File: config.mk
export PLATFORM = sky130hd
export DESIGN_NAME = axis_beat_relay
export DESIGN_NICKNAME = d
export VERILOG_FILES = /design/src/rtl/axis_relay_pkg.sv /design/src/rtl/axis_relay_ctrl.sv /design/src/rtl/axis_relay_beat_reg.sv /design/src/rtl/axis_beat_relay.sv
export SDC_FILE = /design/constraint.sdc
export NUM_CORES = 1
export LEC_CHECK = 0
export ABC_AREA = 0
export BUFFER_PORTS_ARGS = -buffer_cell sky130_fd_sc_hd__buf_2
export CAP_MARGIN = 0
export CORE_MARGIN = 2
export CORE_UTILIZATION = 41
export CTS_BUF_LIST = sky130_fd_sc_hd__clkbuf_4 sky130_fd_sc_hd__clkbuf_8 sky130_fd_sc_hd__clkbuf_16
export CTS_CLUSTER_DIAMETER = 60
export DETAILED_ROUTE_END_ITERATION = 16
export PLACE_DENSITY = 0.77
export SKIP_LAST_GASP = 1
export SYNTH_ARGS = -nofsm -noshare
export SYNTH_HDL_FRONTEND = slang
export SYNTH_SLANG_ARGS = --single-unit
export TNS_END_PERCENT = 20
File: constraint.sdc
create_clock -name clk -period 2.08 [get_ports clk]
set_clock_uncertainty 0.05 [all_clocks]
set_input_delay 0.208 -clock clk [delete_from_list [all_inputs] [get_ports clk]]
set_output_delay 0.208 -clock clk [all_outputs]
set_load 0.03 [all_outputs]
File: src/rtl/axis_relay_pkg.sv
package axis_relay_pkg;
  typedef enum logic {
    ST_IDLE = 1'b0,
    ST_HOLD = 1'b1
  } relay_state_e;
endpackage

File: src/rtl/axis_relay_ctrl.sv
module axis_relay_ctrl
  import axis_relay_pkg::*;
(
  input  logic clk,
  input  logic rst,
  input  logic sink_valid,
  input  logic src_ready,
  output logic sink_ready,
  output logic src_valid,
  output logic capture_en
);
  relay_state_e state;

  assign capture_en = sink_valid && sink_ready;

  always_ff @(posedge clk) begin
    if (rst) begin
      state      <= ST_IDLE;
      sink_ready <= 1'b1;
      src_valid  <= 1'b0;
    end else begin
      case (state)
        ST_IDLE: if (capture_en) begin
          state      <= ST_HOLD;
          sink_ready <= 1'b0;
          src_valid  <= 1'b1;
        end
        ST_HOLD: if (src_ready) begin
          state      <= ST_IDLE;
          sink_ready <= 1'b1;
          src_valid  <= 1'b0;
        end
        default: state <= ST_IDLE;
      endcase
    end
  end

  // a taken word closes the sink and opens the source
  a_r3_hold_after_take: assert property (@(posedge clk) disable iff (rst)
    capture_en |=> (src_valid && !sink_ready));

  // a sent word is never presented again
  a_r5_single_send: assert property (@(posedge clk) disable iff (rst)
    (src_valid && src_ready) |=> (!src_valid && sink_ready));

  // one word at most
  a_r8_one_side: assert property (@(posedge clk) disable iff (rst)
    !(sink_ready && src_valid));
endmodule

File: src/rtl/axis_relay_beat_reg.sv
module axis_relay_beat_reg #(
  parameter int DATA_W = 32,
  parameter int KEEP_W = DATA_W / 8
) (
  input  logic              clk,
  input  logic              load,
  input  logic [DATA_W-1:0] d_data,
  input  logic [KEEP_W-1:0] d_keep,
  input  logic              d_last,
  output logic [DATA_W-1:0] q_data,
  output logic [KEEP_W-1:0] q_keep,
  output logic              q_last
);
  // data path left without reset; qualified by the controller's valid flag
  always_ff @(posedge clk) begin
    if (load) begin
      q_data <= d_data;
      q_keep <= d_keep;
      q_last <= d_last;
    end
  end
endmodule

File: src/rtl/axis_beat_relay.sv
module axis_beat_relay #(
  parameter  int DATA_W = 32,
  localparam int KEEP_W = DATA_W / 8
) (
  input  logic              clk,
  input  logic              rst,
  input  logic [DATA_W-1:0] s_axis_tdata,
  input  logic [KEEP_W-1:0] s_axis_tkeep,
  input  logic              s_axis_tlast,
  input  logic              s_axis_tvalid,
  output logic              s_axis_tready,
  output logic [DATA_W-1:0] m_axis_tdata,
  output logic [KEEP_W-1:0] m_axis_tkeep,
  output logic              m_axis_tlast,
  output logic              m_axis_tvalid,
  input  logic              m_axis_tready
);
  logic take;

  axis_relay_ctrl u_ctrl (
    .clk        (clk),
    .rst        (rst),
    .sink_valid (s_axis_tvalid),
    .src_ready  (m_axis_tready),
    .sink_ready (s_axis_tready),
    .src_valid  (m_axis_tvalid),
    .capture_en (take)
  );

  axis_relay_beat_reg #(.DATA_W(DATA_W), .KEEP_W(KEEP_W)) u_hold (
    .clk    (clk),
    .load   (take),
    .d_data (s_axis_tdata),
    .d_keep (s_axis_tkeep),
    .d_last (s_axis_tlast),
    .q_data (m_axis_tdata),
    .q_keep (m_axis_tkeep),
    .q_last (m_axis_tlast)
  );

  // taken word appears on the source
  a_r2_word_forwarded: assert property (@(posedge clk) disable iff (rst)
    (s_axis_tvalid && s_axis_tready) |=> (m_axis_tdata == $past(s_axis_tdata)));

  // end flag rides with its word
  a_r6_last_with_word: assert property (@(posedge clk) disable iff (rst)
    (s_axis_tvalid && s_axis_tready) |=> (m_axis_tlast == $past(s_axis_tlast)));

  // byte mask rides with its word
  a_r7_keep_with_word: assert property (@(posedge clk) disable iff (rst)
    (s_axis_tvalid && s_axis_tready) |=> (m_axis_tkeep == $past(s_axis_tkeep)));

  // stalled source holds steady
  a_r4_stall_stable: assert property (@(posedge clk) disable iff (rst)
    (m_axis_tvalid && !m_axis_tready) |=>
      (m_axis_tvalid && $stable(m_axis_tdata) && $stable(m_axis_tkeep) && $stable(m_axis_tlast)));
endmodule

; Word-level counts from Yosys, hierarchy flattened
; Index checks and enable logic that the tools add are counted.
[totals]
register_bits = 40
word_cells = 20
[classes]
eq_ne = 2
n_mux = 9
n_bitwise = 1
n_reduce_logical = 2
[op_table]
columns = operator, count
row1 = 1-bit two-way mux, 6
row2 = 1-bit one-hot mux with 2 select lines, 3
row3 = "2-bit inequality test, second input constant", 2
row4 = 2-bit AND reduction, 1
row5 = 1-bit logical AND, 1
row6 = 1-bit inverter, 1

; Depth between registers and ports, before layout
; Gate-level depths: netlist of the first run.
[depth]
ltp_word = 3
mapped_depth = 2
mapped_depth_nobuf = 2

; Cells and area by module
; From an unflattened synthesis of the first run, not the netlist that was laid out.
[hier_totals]
hier_cells = 49
area_unflattened_um2 = 1249.9
[modules_own_cells]
columns = mod, instances, cells_each, area_each_um2
row1 = axis_relay_beat_reg, 1, 37, 1111.1
row2 = axis_relay_ctrl, 1, 12, 138.9

; Worst setup path before layout of the first run
; OpenSTA, ideal clock, no wires.
[synth_path]
kind = reg2reg
from = register u_ctrl.sink_ready
to = register u_hold.q_data[0], enable pin
setup_time_ns = 0.398
arrival_ns = 1.547
required_time_ns = 1.632
slack_ns = 0.086
path_stages_with_launch = 2
n_path_buf = 0
cell_sequence = dfxtp_1 > and2_1
[synth_via]
elab_chain_len = 1
[synth_rtl]
columns = item, line_no
row1 = start: declaration, axis_relay_ctrl.sv:8  ; output logic sink_ready,
row2 = start signal: assignment, axis_relay_ctrl.sv:19  ; sink_ready <= 1'b1;
row3 = start signal: assignment, axis_relay_ctrl.sv:25  ; sink_ready <= 1'b0;
row4 = start signal: assignment, axis_relay_ctrl.sv:30  ; sink_ready <= 1'b1;
row5 = 1-bit logical AND, axis_relay_ctrl.sv:14  ; assign capture_en = sink_valid && sink_ready;
row6 = named net take, axis_beat_relay.sv:18  ; logic take;
row7 = end signal: assignment, axis_relay_beat_reg.sv:17  ; q_data <= d_data;
row8 = end: declaration, axis_relay_beat_reg.sv:10  ; output logic [DATA_W-1:0] q_data,
; The timed path passes the listed nets, and every way through them passes these cells.
; A chain may end at the register's enable or synchronous reset.

; Worst setup path in the final report of the first run
[layout_path]
from = register u_ctrl.sink_ready
to = output s_axis_tready
[layout_rtl]
columns = item, line_no
row1 = end: declaration, axis_beat_relay.sv:11  ; output logic s_axis_tready,
; No word-level cell between the ends.

==> results.sh, run 1 <==
export IMPL_hold_depth=3
export IMPL_status="completed"
export IMPL_clock_root_buffer="clkbuf_4"
export IMPL_postRouteWirelength_um=2840
export IMPL_cts_max_level=2
export IMPL_antenna_cells=0
export IMPL_worst_ep_required_time_ns=1.82
export IMPL_drv_cap=0
export IMPL_grt_overflow_total=0
export IMPL_synth_cells=49
export IMPL_hpwlAfterDp_um=1640
export IMPL_grt_usage_pct=17.8
export IMPL_reg2reg_to="u_hold.q_data[7]"
export IMPL_fin_ws_ns=0.844
export IMPL_layout_min_cycle_time_ns=1.24
export IMPL_setup_violations=0
export IMPL_fp_coreArea_mm2=0.00298
export IMPL_whs_endpoint="u_ctrl.state"
export IMPL_drive_gt1_share_pct=51.7
export IMPL_synth_fp_nets=90
export IMPL_post_cts_setup_buffers=0
export IMPL_p_leak_nw=0.925
export IMPL_synth_cell_area_mm2=0.00125
export IMPL_ios=80
export IMPL_firstDrtPassIters=4
export IMPL_synth_edf_count=37
export IMPL_synthTopCellsByArea="edfxtp_1 89%, dfxtp_1 4.8%, nand3b_4 1.6%, a21oi_2 1.4%, a21bo_1 0.80%"
export IMPL_avgSynthCellArea_um2=25.5
export IMPL_min_path_type="in2reg"
export IMPL_pre_cts_ws_ns=0.880
export IMPL_pwr_density_cell_mw_per_mm2=751
export IMPL_cts_resized=0
export IMPL_critical_path_top_delay_family="flip-flops"
export IMPL_yosys_area_top_type="edfxtp_1"
export IMPL_reg2reg_depth=2
export IMPL_hold_violations=0
export IMPL_drcViolationCount=0
export IMPL_clockBufferDepth=2
export IMPL_via_count=930
export IMPL_finalPower_w=0.00161
export IMPL_clk_latency_ns=0.32
export IMPL_fill_cells=211
export IMPL_placementRows=20
export IMPL_path_cells="buf_2"
export IMPL_area_delta_synth_final_pct=71.1
export IMPL_place_congestion=0.642
export IMPL_clock_sinks=40
export IMPL_first_global_vias=983
export IMPL_dp_cells=163
export IMPL_port_buffers=79
export IMPL_timing_rr_start="u_ctrl.sink_ready"
export IMPL_relSlewSlack_pct=84.6
export IMPL_critical_path_max_stage_delay_ns=0.42
export IMPL_grt_max_degree=20
export IMPL_min_from="s_axis_tvalid"
export IMPL_tightest_slew_ns=0.231
export IMPL_yosys_most_used_dff="edfxtp_1"
export IMPL_postSynth_asyncResetShare_pct=0
export IMPL_ys_ff_latch=40
export IMPL_numCtsBuffers=5
export IMPL_ant_nets=0
export IMPL_ff2ff_setup_slack_ns=0.88
export IMPL_cp_max_fo=4
export IMPL_fmax_ghz=0.809
export IMPL_endpoint_kind="primary output"
export IMPL_synth_top_area_share_pct=88.9
export IMPL_ys_types=10
export IMPL_worst_setup_path_type="reg2out"
export IMPL_ys_warn_count=0
export IMPL_die_x_um=59.2
export IMPL_viasPerCell=4.45
export IMPL_die_height_um=59.2
export IMPL_fin_nets=216
export IMPL_design_die_area_mm2=0.00351
export IMPL_yosys_cell_count_top_type="edfxtp_1"
export IMPL_ys_top_cells_by_count="37 x edfxtp_1, 3 x dfxtp_1, 2 x a21oi_2"
export IMPL_drt_iter0_drc=15
export IMPL_start_util_pct=42.0
export IMPL_path_buf_inv=1
export IMPL_grt_pass1_wl_um=4240
export IMPL_slowest_stage="dfxtp_1"
export IMPL_antenna_found_initial=0
export IMPL_layout_cells_non_filler=209
export IMPL_rsz0062_at_grt="no"
export IMPL_cts_tree="built"
export IMPL_period_share_pct=59.4
export IMPL_peakVddDrop_uv=514
export IMPL_ys_seq_area_share_pct=93.7
export IMPL_cts_clk_slew_worst_paths_ns=0.10
export IMPL_tns_ns=0
export IMPL_crit_path_start_kind="flop"
export IMPL_cp_arrival_ns=0.98
export IMPL_avgRoutedWirePerCell_um=13.6
export IMPL_finalMaxSlewViolations=0
[through the flow]
step                utilization (%)  cell area [um2]  hold WS (ns)
global placement               57.1             1700         0.334
finish                         71.8             2140         0.121
global route                   71.8             2140        0.0932
CTS                            71.5             2130      0.000384
floorplan                         -             1250         0.220
detailed placement             57.1             1700         0.336
[layer usage]
layer	track usage, %	routed length (um)
met1	17.4	986
met2	31.7	1570
met3	8.73	266
met4	6.82	14
met5	0	0
[cell usage in the layout, fill, tap and decap left out]
cell,count
clkbuf_4,7
buf_2,79
o21bai_1,1
nand2b_1,1
nor2b_1,1
nand3b_4,1
dlygate4sd3_1,38
buf_4,2
a21bo_1,1
clkinv_1,1
dfxtp_1,3
a21oi_1,1
edfxtp_1,37
a21oi_2,2
and2_1,1
[how the worst max path moves through the flow]
stage,startpoint,cells after the start,slack [ns],endpoint
after floorplan,u_ctrl.sink_ready,1,0.09,u_hold.q_data[0]
after global placement,u_ctrl.sink_ready,2,0.92,u_hold.q_data[5]
after detailed placement,u_ctrl.sink_ready,2,0.88,u_hold.q_data[5]
after CTS,u_ctrl.sink_ready,1,0.82,s_axis_tready
after global routing,u_ctrl.sink_ready,1,0.78,s_axis_tready
final,u_ctrl.sink_ready,1,0.84,s_axis_tready
[state kept, by name, summed over array words and instances (netlist names)]
register,cells
u_ctrl.src_valid,1
u_hold.q_last,1
u_ctrl.sink_ready,1
u_ctrl.state,1
u_hold.q_data,32
u_hold.q_keep,4
[report_power, final]
part / leakage, nW / internal (W) / switching (W) / total [W]
logic: 0.513 / 0.000116 / 0.000159 / 0.000275
registers: 0.379 / 0.000938 / 0.0000160 / 0.000954
clock network: 0.0338 / 0.000156 / 0.000220 / 0.000376
total: 0.925 / 0.00121 / 0.000395 / 0.00161
[logic make-up (layout without fill, tap and decap cells)]
kind of cell | Yosys count | count (layout) | share of synthesized area [%]
and+or+nand+nor | 4 | 4 | 3.10
DFF | 40 | 40 | 93.7
buffers and inverters | 0 | 127 | 0
AOI/OAI and AO/OA | 5 | 5 | 3.20
[area by class of cell]
type,count,area (um2),area share [%]
flip-flops and latches,40,1170,54.8
repair buffers,119,791,37.0
multi-input cells,9,78.8,3.69
clock buffers,7,52.6,2.46
well taps,33,41.3,1.93
clock inverters,1,3.75,0.176
[repair_timing]
item,in CTS,in global routing
hold buffers,37,1
hold endpoints to repair,37,1
setup endpoints to repair,0,0
Power figures use the tool's default switching activity.
==> run 2, diff against run 1 <==
ABC_AREA = 1   (was 0)
CORE_UTILIZATION = 36   (was 41)
PLACE_DENSITY = 0.72   (was 0.77)
clock period = 1.1 ns   (was 2.08 ns; I/O delays follow)
==> results.sh, run 2 <==
export IMPL_status="completed"
export IMPL_finalCoreUtilization_pct=66.3
export IMPL_reg2reg_to="u_hold.q_data[0]"
export IMPL_ys_warn_count=0
export IMPL_pwr_density_cell_mw_per_mm2=1450
export IMPL_clk_latency_ns=0.33
export IMPL_largest_register_ffs=32
export IMPL_cts_max_level=2
export IMPL_layout_min_cycle_time_ns=1.07
export IMPL_synthTopCellsByArea="edfxtp_1 90%, dfxtp_1 4.9%, nand2_1 2.1%, inv_1 0.91%, nand3_1 0.81%"
export IMPL_synth_top_area_share_pct=89.8
export IMPL_ant_nets=0
export IMPL_top_regs="u_hold.q_data x32, u_hold.q_keep x4"
export IMPL_peakVddDrop_uv=760
export IMPL_netSwitchingPower_w=0.000791
export IMPL_layout_cells_non_filler=227
export IMPL_yosys_area_top_type="edfxtp_1"
export IMPL_cp_arrival_ns=1.04
export IMPL_design_die_area_mm2=0.00392
export IMPL_seqCellArea_mm2=0.00118
export IMPL_fin_nets=221
export IMPL_firstDrtPassIters=4
export IMPL_postRouteWirelength_um=2780
export IMPL_ys_seq_area_share_pct=94.6
export IMPL_first_global_vias=1051
export IMPL_antenna_cells=0
export IMPL_ys_types=9
export IMPL_endpoint_kind="flop"
export IMPL_dp_cells=181
export IMPL_regMostFlops="u_hold.q_data"
export IMPL_drive_gt1_share_pct=50.3
export IMPL_whs_endpoint="u_ctrl.src_valid"
export IMPL_start_util_pct=37.4
export IMPL_multi_input_area_um2=51.3
export IMPL_numCtsBuffers=5
export IMPL_min_path_type="in2reg"
export IMPL_postSynth_asyncResetShare_pct=0
export IMPL_avgSynthCellArea_um2=22.1
export IMPL_yosys_cell_count_top_type="edfxtp_1"
export IMPL_swShare_pct=24.8
export IMPL_drv_cap=0
export IMPL_pwr_share_clk_pct=24.6
export IMPL_drt_iter0_drc=6
export IMPL_finalMaxSlewViolations=0
export IMPL_min_from="m_axis_tready"
export IMPL_area_delta_synth_final_pct=77.5
export IMPL_pwr_share_seq_pct=57.3
export IMPL_die_height_um=62.6
export IMPL_reg2reg_depth=2
export IMPL_grt_pass1_wl_um=4520
export IMPL_cts_clk_slew_worst_paths_ns=0.10
export IMPL_via_count=948
export IMPL_viasPerCell=4.18
export IMPL_tightest_slew_ns=0.254
export IMPL_crit_path_start_kind="flop"
export IMPL_drcViolationCount=0
export IMPL_hpwlAfterDp_um=1680
export IMPL_synth_cells=56
export IMPL_avgRoutedWirePerCell_um=12.2
export IMPL_ios=80
export IMPL_place_congestion=0.642
export IMPL_rsz0062_at_grt="yes"
export IMPL_hold_violations=0
export IMPL_yosys_most_used_dff="edfxtp_1"
export IMPL_pwr_share_comb_pct=18.1
export IMPL_clock_sinks=40
export IMPL_die_x_um=62.6
export IMPL_relSlewSlack_pct=83.1
export IMPL_fp_coreArea_mm2=0.00331
export IMPL_synth_cell_area_mm2=0.00124
export IMPL_p_leak_nw=0.958
export IMPL_synth_edf_count=37
export IMPL_grt_overflow_total=0
export IMPL_clock_root_buffer="clkbuf_4"
export IMPL_grt_usage_pct=15.5
export IMPL_clockBufferDepth=2
export IMPL_timing_rr_start="u_ctrl.sink_ready"
export IMPL_ff2ff_setup_slack_ns=0.03
export IMPL_worst_ep_required_time_ns=1.07
export IMPL_ys_ff_latch=40
export IMPL_period_share_pct=96.9
export IMPL_grt_max_degree=39
export IMPL_hold_depth=4
export IMPL_final_cell_mix="71 x buf_2, 38 x dlygate4sd3_1, 37 x edfxtp_1"
export IMPL_final_common_cell="buf_2"
export IMPL_worst_setup_path_type="reg2reg"
export IMPL_ys_top_cells_by_count="37 x edfxtp_1, 7 x nand2_1, 3 x dfxtp_1, 3 x inv_1, 2 x nand3_1"
export IMPL_setup_violations=0
export IMPL_fmax_ghz=0.938
export IMPL_port_buffers=79
export IMPL_antenna_found_initial=0
export IMPL_synth_fp_nets=97
export IMPL_cp_max_fo=38
export IMPL_fill_cells=251
export IMPL_p_int_w=0.00239
export IMPL_placementRows=21
export IMPL_cts_tree="built"
## run 2: cell count changes after synthesis, moves of 2 or more
cell and delta:
a21oi_2 -2, inv_1 +3, nand2_1 +7, nand3_1 +2
## run 2: cell families (layout without fill, tap and decap cells)
group                  count (synthesis)  count (layout)  share of synthesized area [%]
AOI/OAI and AO/OA                      1               1                          0.404
buffers and inverters                  4             129                           1.21
DFF                                   40              40                           94.6
and+or+nand+nor                       11              11                           3.74
## run 2: power by group through the flow
stage / Combinational [W] / Clock [W] / Sequential [W]
finish: 0.000577 / 0.000782 / 0.00183
CTS: 0.000556 / 0.000823 / 0.00182
floorplan: 0.0000626 / 0 / 0.00207
global placement: 0.000440 / 0 / 0.00185
detailed placement: 0.000451 / 0 / 0.00186
global route: 0.000610 / 0.000901 / 0.00184
## run 2: cell type report
class	count	share of cell area, %
clock buffers	8	3.02
flip-flops and latches	40	53.6
inverters	4	1.03
well taps	46	2.62
multi-input cells	12	2.34
repair buffers	117	37.4
## run 2: timing repair
action	in CTS	in global routing
setup endpoints to repair	1	40
endpoints found under the hold margin	39	0
pin swaps	0	0
resized for setup	2	21
hold buffers	38	0
setup buffers	0	0
## run 2: worst max-delay path, cell delays in order, from the launching register on
cell and delay (ns):
dfxtp_4 0.38, nand2_2 0.10, inv_8 0.23
## run 2: worst max path at each step
| stage | startpoint | to | slack, ns | cells after the start |
|---|---|---|---|---|
| 3_5_place_dp | u_ctrl.sink_ready | u_hold.q_keep[2] | 0.05 | 2 |
| 6_report | u_ctrl.sink_ready | u_hold.q_data[0] | 0.03 | 2 |
| 5_1_grt | u_hold.q_data[9] | m_axis_tdata[9] | -0.04 | 1 |
| 2_1_floorplan | u_ctrl.sink_ready | u_hold.q_data[0] | 0.05 | 2 |
| 4_1_cts | u_hold.q_data[9] | m_axis_tdata[9] | 0.006 | 1 |
| 3_3_place_gp | u_ctrl.sink_ready | u_hold.q_data[20] | 0.09 | 2 |
## run 2: metal layers
metal / GRT usage [%] / up-vias / wire (um)
met5: 0 / - / 0
met4: 6.39 / 0 / 34
met3: 7.75 / 6 / 222
met2: 28.4 / 51 / 1620
met1: 14.3 / 438 / 898
li1: - / 453 / -
## run 2: metrics by stage
| step | TNS, ns | power (W) | instance area (um2) | hold slack (ns) | worst slack [ns] |
|---|---|---|---|---|---|
| 2_1_floorplan | 0 | 0.00213 | 1250 | 0.159 | 0.0488 |
| 3_3_place_gp | 0 | 0.00229 | 1700 | 0.238 | 0.0897 |
| 3_5_place_dp | 0 | 0.00231 | 1700 | 0.238 | 0.0464 |
| 4_1_cts | 0 | 0.00320 | 2150 | 0.00862 | 0.00573 |
| 5_1_grt | -0.520 | 0.00335 | 2200 | 0.0219 | -0.0359 |
| 6_report | 0 | 0.00318 | 2200 | 0.0365 | 0.0339 |
